==> config.mk <==
export PLATFORM = sky130hd
export DESIGN_NAME = testflag_unit
export DESIGN_NICKNAME = d
export VERILOG_FILES = /design/src/rtl/testflag_pkg.sv /design/src/rtl/tf_rst_sync.sv /design/src/rtl/tf_cmp_eval.sv /design/src/rtl/tf_flag_reg.sv /design/src/rtl/testflag_unit.sv
export SDC_FILE = /design/constraint.sdc
export NUM_CORES = 1
export LEC_CHECK = 0
export BUFFER_PORTS_ARGS = -buffer_cell sky130_fd_sc_hd__buf_2
export CORE_MARGIN = 2
export CORE_UTILIZATION = 43
export CTS_BUF_LIST = sky130_fd_sc_hd__clkbuf_16
export CTS_CLUSTER_DIAMETER = 150
export DETAILED_ROUTE_END_ITERATION = 10
export GPL_TIMING_DRIVEN = 0
export PLACE_DENSITY = 0.9
export SLEW_MARGIN = 20
export SYNTH_ARGS = -nofsm -noshare
export SYNTH_HDL_FRONTEND = slang
export SYNTH_SLANG_ARGS = --single-unit
==> constraint.sdc <==
create_clock -name clk -period 0.8 [get_ports clk]
set_input_delay 0 -clock clk [delete_from_list [all_inputs] [get_ports clk]]
set_output_delay 0 -clock clk [all_outputs]
set_load 0.05 [all_outputs]
==> src/rtl/testflag_pkg.sv <==
package testflag_pkg;
  localparam int unsigned DATA_W = 16;
  localparam int unsigned OP_W   = 4;

  typedef enum logic [OP_W-1:0] {
    TOP_EQ      = 4'd0,
    TOP_NE      = 4'd1,
    TOP_LT      = 4'd2,
    TOP_LE      = 4'd3,
    TOP_GT      = 4'd4,
    TOP_GE      = 4'd5,
    TOP_BZ      = 4'd6,
    TOP_ANY_NZ  = 4'd7,
    TOP_BOTH_NZ = 4'd8
  } testop_e;
endpackage

==> src/rtl/tf_rst_sync.sv <==
module tf_rst_sync #(
  parameter int unsigned STAGES = 2
) (
  input  logic clk,
  input  logic rst_n,
  output logic rst_n_sync
);
  logic [STAGES-1:0] chain_q;

  always_ff @(posedge clk or negedge rst_n) begin
    if (!rst_n) chain_q <= '0;
    else        chain_q <= {chain_q[STAGES-2:0], 1'b1};
  end

  assign rst_n_sync = chain_q[STAGES-1];
endmodule

==> src/rtl/tf_cmp_eval.sv <==
module tf_cmp_eval
  import testflag_pkg::*;
#(
  parameter int unsigned W          = DATA_W,
  parameter bit          SIGNED_CMP = 1'b0
) (
  input  logic [W-1:0]    a,
  input  logic [W-1:0]    b,
  input  logic [OP_W-1:0] op,
  output logic            cond
);
  logic is_eq, is_lt, a_zero, b_zero;

  assign is_eq  = (a == b);
  assign a_zero = (a == '0);
  assign b_zero = (b == '0);

  generate
    if (SIGNED_CMP) begin : g_signed
      assign is_lt = ($signed(a) < $signed(b));
    end else begin : g_unsigned
      assign is_lt = (a < b);
    end
  endgenerate

  always_comb begin
    case (op)
      TOP_EQ:      cond = is_eq;
      TOP_NE:      cond = !is_eq;
      TOP_LT:      cond = is_lt;
      TOP_LE:      cond = is_lt | is_eq;
      TOP_GT:      cond = !(is_lt | is_eq);
      TOP_GE:      cond = !is_lt;
      TOP_BZ:      cond = is_eq & a_zero;
      TOP_ANY_NZ:  cond = !(a_zero & b_zero);
      TOP_BOTH_NZ: cond = !a_zero & !b_zero;
      default:     cond = 1'b0;
    endcase
  end
endmodule

==> src/rtl/tf_flag_reg.sv <==
module tf_flag_reg (
  input  logic clk,
  input  logic rst_n,
  input  logic test_stb,
  input  logic consume_stb,
  input  logic cond,
  output logic flag_q,
  output logic cond_q
);
  logic flag_d, flag_en;
  logic cond_en;

  always_comb begin
    flag_en = test_stb | consume_stb;
    cond_en = test_stb;
    if (test_stb) flag_d = cond;
    else          flag_d = 1'b0;
  end

  always_ff @(posedge clk or negedge rst_n) begin
    if (!rst_n) begin
      flag_q <= 1'b0;
      cond_q <= 1'b0;
    end else begin
      if (flag_en) flag_q <= flag_d;
      if (cond_en) cond_q <= cond;
    end
  end
endmodule

==> src/rtl/testflag_unit.sv <==
module testflag_unit
  import testflag_pkg::*;
#(
  parameter int unsigned W         = DATA_W,
  parameter int unsigned RST_SYNCS = 2
) (
  input  logic            clk,
  input  logic            rst_n,
  input  logic [W-1:0]    op_a,
  input  logic [W-1:0]    op_b,
  input  logic [OP_W-1:0] test_op,
  input  logic            test_stb,
  input  logic            consume_stb,
  output logic            flag_o,
  output logic            cond_q_o
);
  logic rst_n_int;
  logic cond_now;

  tf_rst_sync #(.STAGES(RST_SYNCS)) u_rst (
    .clk        (clk),
    .rst_n      (rst_n),
    .rst_n_sync (rst_n_int)
  );

  tf_cmp_eval #(.W(W), .SIGNED_CMP(1'b0)) u_cmp (
    .a    (op_a),
    .b    (op_b),
    .op   (test_op),
    .cond (cond_now)
  );

  tf_flag_reg u_flag (
    .clk         (clk),
    .rst_n       (rst_n_int),
    .test_stb    (test_stb),
    .consume_stb (consume_stb),
    .cond        (cond_now),
    .flag_q      (flag_o),
    .cond_q      (cond_q_o)
  );
endmodule

==> results of run 1 <==
==> cells in the mapped netlist (2+ instances only) <==
| cell | count |
|---|---|
| nand4_1 | 4 |
| nand3_1 | 4 |
| dfrtp_1 | 4 |
| a21oi_1 | 8 |
| inv_1 | 18 |
| a21o_1 | 2 |
| nor4_1 | 8 |
| nor2_1 | 5 |
| o21ai_0 | 3 |
| nand2_1 | 2 |
| nand2b_1 | 2 |
| ha_1 | 16 |
==> cells by family after synthesis <==
logic type      synth area share (%)
other cells                    0.525
buf+inv                         9.46
compound gates                  16.3
simple gates                    31.7
flops                           14.0
fa+ha+maj                       28.0
==> metrics by stage <==
| stage | util, % | hold slack [ps] | cell area [sq um] | cells |
|---|---|---|---|---|
| after floorplan | - | -296 | 822 | 92 |
| after global placement | 68.7 | -215 | 1050 | 149 |
| after detailed placement | 68.7 | -214 | 1050 | 149 |
| after CTS | 94.0 | 20.9 | 1430 | 157 |
==> timing repair <==
item / 4_1_cts
endpoints found under the setup margin: 4
gates resized for setup: 59
cloned: 0
hold endpoints to repair: 2
pin swaps: 23
hold buffers: 1
setup buffers: 4
==> metrics.txt, run 1 <==
Sink Count=4; RePlAce Congestion=0.824; Async SR Flop Fraction=100%; flops & latches, synth=4; main flop type after synthesis=dfrtp_1; largest net degree at the start of global routing=6; Synth Instances=92; Final HPWL DP=1750 um; largest area contributor in the netlist=ha_1; Synth cell types=28; worst_ep grt=u_flag.flag_q$_DFFE_PN0P_/D; Failed at=5_1_grt; Die Height=44.8 um; Avg Cell Area, Syn=7.77 sq um; area share of the largest cell type after synthesis=28.0%; Post-synth EDFFs=0; outcome=stopped before the end; number of port buffers=41; Starting Density=46.9%; Synth warnings=0; cts bufs inserted=3; Worst-path end type=sequential cell input; top cells by area, synth=ha_1, dfrtp_1, inv_1; Rows=14; Err=[ERROR DPL-0038] Utilization greater than 100%, impossible to legalize; worst slack, placed=-1180 ps; post-synthesis sequential area ratio=14.0%; Clock Path Buffers=2; Netlist Area Pre-Place=714 sq um; io pins=42; clock root buffer=clkbuf_16; Die Width=44.8 um; H-tree levels=1; syn_nets=148
==> run 2, diff against run 1 <==
CORE_AREA = 2 2 63 65   (was unset)
CORE_MARGIN = unset   (was 2)
CORE_UTILIZATION = unset   (was 43)
CTS_BUF_LIST = unset   (was sky130_fd_sc_hd__clkbuf_16)
CTS_CLUSTER_DIAMETER = unset   (was 150)
DIE_AREA = 0 0 65 67   (was unset)
PLACE_DENSITY = unset   (was 0.9)
PLACE_DENSITY_LB_ADDON = 0.15   (was unset)
==> run 2 against run 1 <==
- the flow now finishes, with violations (setup timing)
- synthesized area did not move
- synthesized cell count did not move
==> metrics.txt, run 2 <==
main flop type after synthesis=dfrtp_1; Clock Power Share=31.1%; io pins=42; CTS tree=yes; Async SR Flop Fraction=100%; Avg Cell Area, Syn=7.77 sq um; top sig layer=met4; First DRT Iteration DRCs=15; Final Cycle Share=205%; part of the power in registers=17.4%; failing checks=setup timing; n_diodes=0; Synth cell types=28; drt via density=4.56; Die Width=65 um; Rows=22; worst-path fanout max=4; Routed met2 length=1280 um; unrepaired setup endpoints after global routing=yes; Net Sw Frac=31.2%; min cycle time layout=1640 ps; Worst Setup Slack, final=-840 ps; outcome=complete, but fails checks; Crit Path Class=in -> reg; H-tree levels=1; Total Routing Usage GR=12.0%; flops & latches, synth=4; crit end category=flip-flop; core area=3610 sq um; RePlAce Congestion=0.800; share of cells above drive strength 1=57.1%; post-route met1 wirelength=976 um; non-filler cells, final=188; top cells by area, synth=ha_1, dfrtp_1, inv_1; largest net degree at the start of global routing=6; post-synthesis to final-layout area growth=106%; Comb pwr share=51.5%; clock root buffer=clkbuf_8; Die Height=67 um; count of final max-slew check failures=0; Max Clock Freq=0.610 GHz; Arr. time, crit path=1790 ps; largest area contributor in the netlist=ha_1; Worst-Skew Late Latency=210 ps; most common cell after layout, fill and taps aside=buf_6; met3 routed WL=135 um; Worst R2R Start=u_flag.flag_q; first-pass GRT wire length=4130 um; Post-DRT Antenna Nets=0; Internal=0.911 mW; # Max-Cap Violations=0; antenna violations before repair=0; Post-synth EDFFs=0; cts bufs inserted=3; count leader, synth=inv_1; Clock Path Buffers=2; Fin Hold WS=21.1 ps; Final Setup Violations=2; number of port buffers=41; Largest regs=u_rst.chain_q: 2 flops, u_flag.cond_q: 1 flops, u_flag.flag_q: 1 flops; max FFs per register=2; DR pass1 iterations=3; Top reg by flops=u_rst.chain_q; via count of the first global-routing pass=977; WL final=2400 um; area share of the largest cell type after synthesis=28.0%; switching power=0.413 mW; Peak VDD IR=0.712 mV; Synth Instances=92; syn_nets=148; # DRC=0; via count=857; cell leakage power=0.618 nW; Sink Count=4; routed len/inst=12.8 um; DP Cell Count=181; Hold Path Class=reg -> async; Req. time, crit path=950 ps; grt total ovfl=0; die area=4360 sq um; Synth top cells by count=inv_1, ha_1, a21oi_1, nor4_1, nor2_1; Netlist Area Pre-Place=714 sq um; CP Launch Type=primary input; Critical Path Source=op_b[6]; Synth warnings=0; Hold Fails Final Rpt=0; Starting Density=19.8%; Worst-path clk slew=30 ps; Final HPWL DP=1950 um; P per Cell Area=901 nW/um^2; most frequent cells in the layout=buf_6, ha_4, buf_2; final net count=198; worst slack, placed=-1220 ps; clk_skew=0.900 ps; post-synthesis sequential area ratio=14.0%; Fillers=376
## run 2: cell counts after synthesis
Identical to the previous run, type by type.
## run 2: worst max-delay path: stages
cell	delay, ps
buf_6	80
inv_4	30
ha_4	270
nand4_4	100
or4_4	540
or3_4	380
a211oi_2	210
a21oi_1	80
nand3_1	90
## run 2: cell families (layout without fill, tap and decap cells)
group / Yosys count / after routing / share of synthesized area (%)
AOI/OAI and AO/OA: 18 / 18 / 16.3
adders and majority gates: 16 / 16 / 28.0
buffers and inverters: 18 / 66 / 9.46
DFF: 4 / 4 / 14.0
other: 1 / 1 / 0.525
and+or+nand+nor: 35 / 35 / 31.7
## run 2: metal layers
metal  track usage (%)  vias up
li1                  -      436
met1              12.7      399
met2              24.4       20
met3              2.03        2
met4              2.66        0
met5                 0        -
## run 2: worst paths after layout
check	cells after the start	slack, ps	endpoint
min in group clk	4	60	u_flag.flag_q
min reg2reg	0	20	u_flag.cond_q
max	9	-840	u_flag.cond_q
max in group asynchronous	2	590	u_rst.chain_q[1]
min	0	20	u_flag.cond_q
max reg2reg	2	150	u_flag.flag_q
## run 2: layout make-up
class                      count  area [sq um]  area share, %
inverter                      18          97.6           6.64
sequential                     4           100           6.81
timing repair buffer          45           408           27.8
tap                           48          60.1           4.09
multi-input combinational     70           762           51.9
clock buffer                   3          41.3           2.81
## run 2: power groups by stage
stage	combinational [mW]	clock, mW	sequential (mW)
2_1_floorplan	0.236	0	0.271
4_1_cts	0.669	0.425	0.230
6_report	0.681	0.412	0.230
5_1_grt	0.754	0.436	0.232
3_3_place_gp	0.479	0	0.229
3_5_place_dp	0.488	0	0.231
## run 2: stage by stage
step | util, % | setup TNS (ps) | area, sq um | total power [mW]
after floorplan | - | -1750 | 822 | 0.507
after global placement | 30.2 | -2420 | 1090 | 0.708
after detailed placement | 30.2 | -2430 | 1090 | 0.719
after CTS | 40.1 | -1640 | 1450 | 1.32
after global routing | 40.7 | -1780 | 1470 | 1.42
final | 40.7 | -1660 | 1470 | 1.32
## run 2: repair_timing
action                                  CTS  global route
hold buffers                              1             0
gates resized for setup                  62             4
pin swaps                                21             0
endpoints found under the setup margin    4             3
cloned                                    0             0
buffers inserted                          3             0
endpoints found under the hold margin     2             0
(Power assumes the default switching activity.)
==> run 3, diff against run 2 <==
==> constraint.sdc (replaced) <==
create_clock -name clk -period 0.8 [get_ports clk]
set_input_delay 0.2 -clock clk [delete_from_list [all_inputs] [get_ports clk]]
set_output_delay 0.2 -clock clk [all_outputs]
set_load 0.05 [all_outputs]
==> run 3 against run 2 <==
- the run still ends with setup timing left
- register-to-register slack is essentially flat
- non-clock buffer count is the same
- core utilization grew 0.10 points
- die area did not move
- clock skew unchanged
- critical path depth unchanged
- clock power is essentially flat
- largest power group unchanged
- highest routed layer unchanged
==> metrics.txt, run 3 (synthesis gave the netlist of run 2 again) <==
Req. time, crit path=950 ps; clk_skew=0.900 ps; DR pass1 iterations=3; CP max stage delay=540 ps; Net Sw Frac=31.2%; switching power=0.414 mW; n_diodes=0; H-tree levels=1; crit end category=flip-flop; Arr. time, crit path=1990 ps; post-synthesis to final-layout area growth=106%; Die Width=65 um; Design Power=1.33 mW; Hold Fails Final Rpt=0; count of final max-slew check failures=0; die area=4360 sq um; RePlAce Congestion=0.800; most common cell after layout, fill and taps aside=buf_6; P per Cell Area=902 nW/um^2; Clock Path Buffers=2; Final HPWL DP=1950 um; drt via density=4.56; via count of the first global-routing pass=973; Worst-Skew Late Latency=210 ps; cell leakage power=0.619 nW; final net count=198; CTS tree=yes; grt total ovfl=0; Max Clock Freq=0.544 GHz; Rows=22; Sink Count=4; Crit Path Class=in -> reg; Largest regs=u_rst.chain_q: 2 flops, u_flag.cond_q: 1 flops, u_flag.flag_q: 1 flops; Fin Hold WS=21.1 ps; Peak VDD IR=0.712 mV; Final Cell Area=1470 sq um; outcome=complete, but fails checks; clock root buffer=clkbuf_8; Comb pwr share=51.6%; failing checks=setup timing; part of the power in registers=17.4%; Top reg by flops=u_rst.chain_q; share of cells above drive strength 1=57.1%; largest net degree at the start of global routing=6; CP cell instances=buf_6 > inv_4 > ha_4 > nand4_4 > or4_4 > or3_4 > a211oi_2 > a21oi_1 > nand3_1; # DRC=0; unrepaired setup endpoints after global routing=yes; via count=857; Final Setup Violations=4; non-filler cells, final=188; number of port buffers=41; worst-path fanout max=4; most frequent cells in the layout=buf_6, ha_4, buf_2; Starting Density=19.8%; max FFs per register=2; setup TNS=-2360 ps; CP Launch Type=primary input; Post-DRT Antenna Nets=0; CP max stage cell=or4_4; routed len/inst=12.8 um; Internal=0.915 mW; Util after Layout=40.8%; Worst R2R Start=u_flag.flag_q; worst slack, placed=-1420 ps; io pins=42; Critical Path Source=op_b[6]; # Max-Cap Violations=0; min cycle time layout=1840 ps; First DRT Iteration DRCs=15; Clock Power Share=31.0%; DP Cell Count=181; Worst-path clk slew=30 ps; WL final=2400 um; Die Height=67 um; Post-DP Area=1090 sq um; Final Cycle Share=230%; Worst Setup Slack, final=-1040 ps; core area=3610 sq um; Fillers=374; Total Routing Usage GR=12.0%; Hold Path Class=reg -> async; antenna violations before repair=0; first-pass GRT wire length=4120 um; cts bufs inserted=3
==> run 3: metal layers <==
layer	vias to the layer above	track usage (%)	wire length [um]
met5	-	0	0
li1	436	-	-
met3	2	2.03	135
met2	20	24.2	1280
met4	0	2.66	6
met1	399	12.7	978
==> run 3: path summary, 6_finish.rpt <==
check | cells after the start | end | slack, ps
setup reg to reg | 2 | u_flag.flag_q | 150
hold reg to reg | 0 | u_flag.cond_q | 20
hold / removal | 0 | u_flag.cond_q | 20
min in group clk | 4 | u_flag.flag_q | 260
max in group asynchronous | 2 | u_rst.chain_q[1] | 390
setup / recovery | 9 | u_flag.cond_q | -1040
==> run 3: worst max-delay path: cells and delay by family <==
family                     cells  cell delay [ps]
AOI/OAI and AO/OA              2              290
buffers and inverters          2              110
and+or+nand+nor                4             1110
adders and majority gates      1              270
==> run 3: cell type report <==
class                           count  area (sq um)  share of cell area (%)
Multi-Input combinational cell     70           762                    51.7
Timing Repair Buffer               45           412                    28.0
Sequential cell                     4           100                    6.80
Inverter                           18          97.6                    6.63
Tap cell                           48          60.1                    4.08
Clock buffer                        3          41.3                    2.80
==> run 3: power groups by stage <==
stage / sequential (mW) / clock (mW) / combinational (mW)
final: 0.231 / 0.412 / 0.685
after global routing: 0.234 / 0.436 / 0.758
after CTS: 0.232 / 0.425 / 0.676
after detailed placement: 0.231 / 0 / 0.488
after global placement: 0.229 / 0 / 0.479
after floorplan: 0.271 / 0 / 0.236
==> run 3: timing repair <==
action,CTS,global route
endpoints found under the hold margin,2,0
endpoints found under the setup margin,4,4
setup buffers,3,0
pin swaps,21,0
hold buffers,1,0
gates resized for setup,64,3
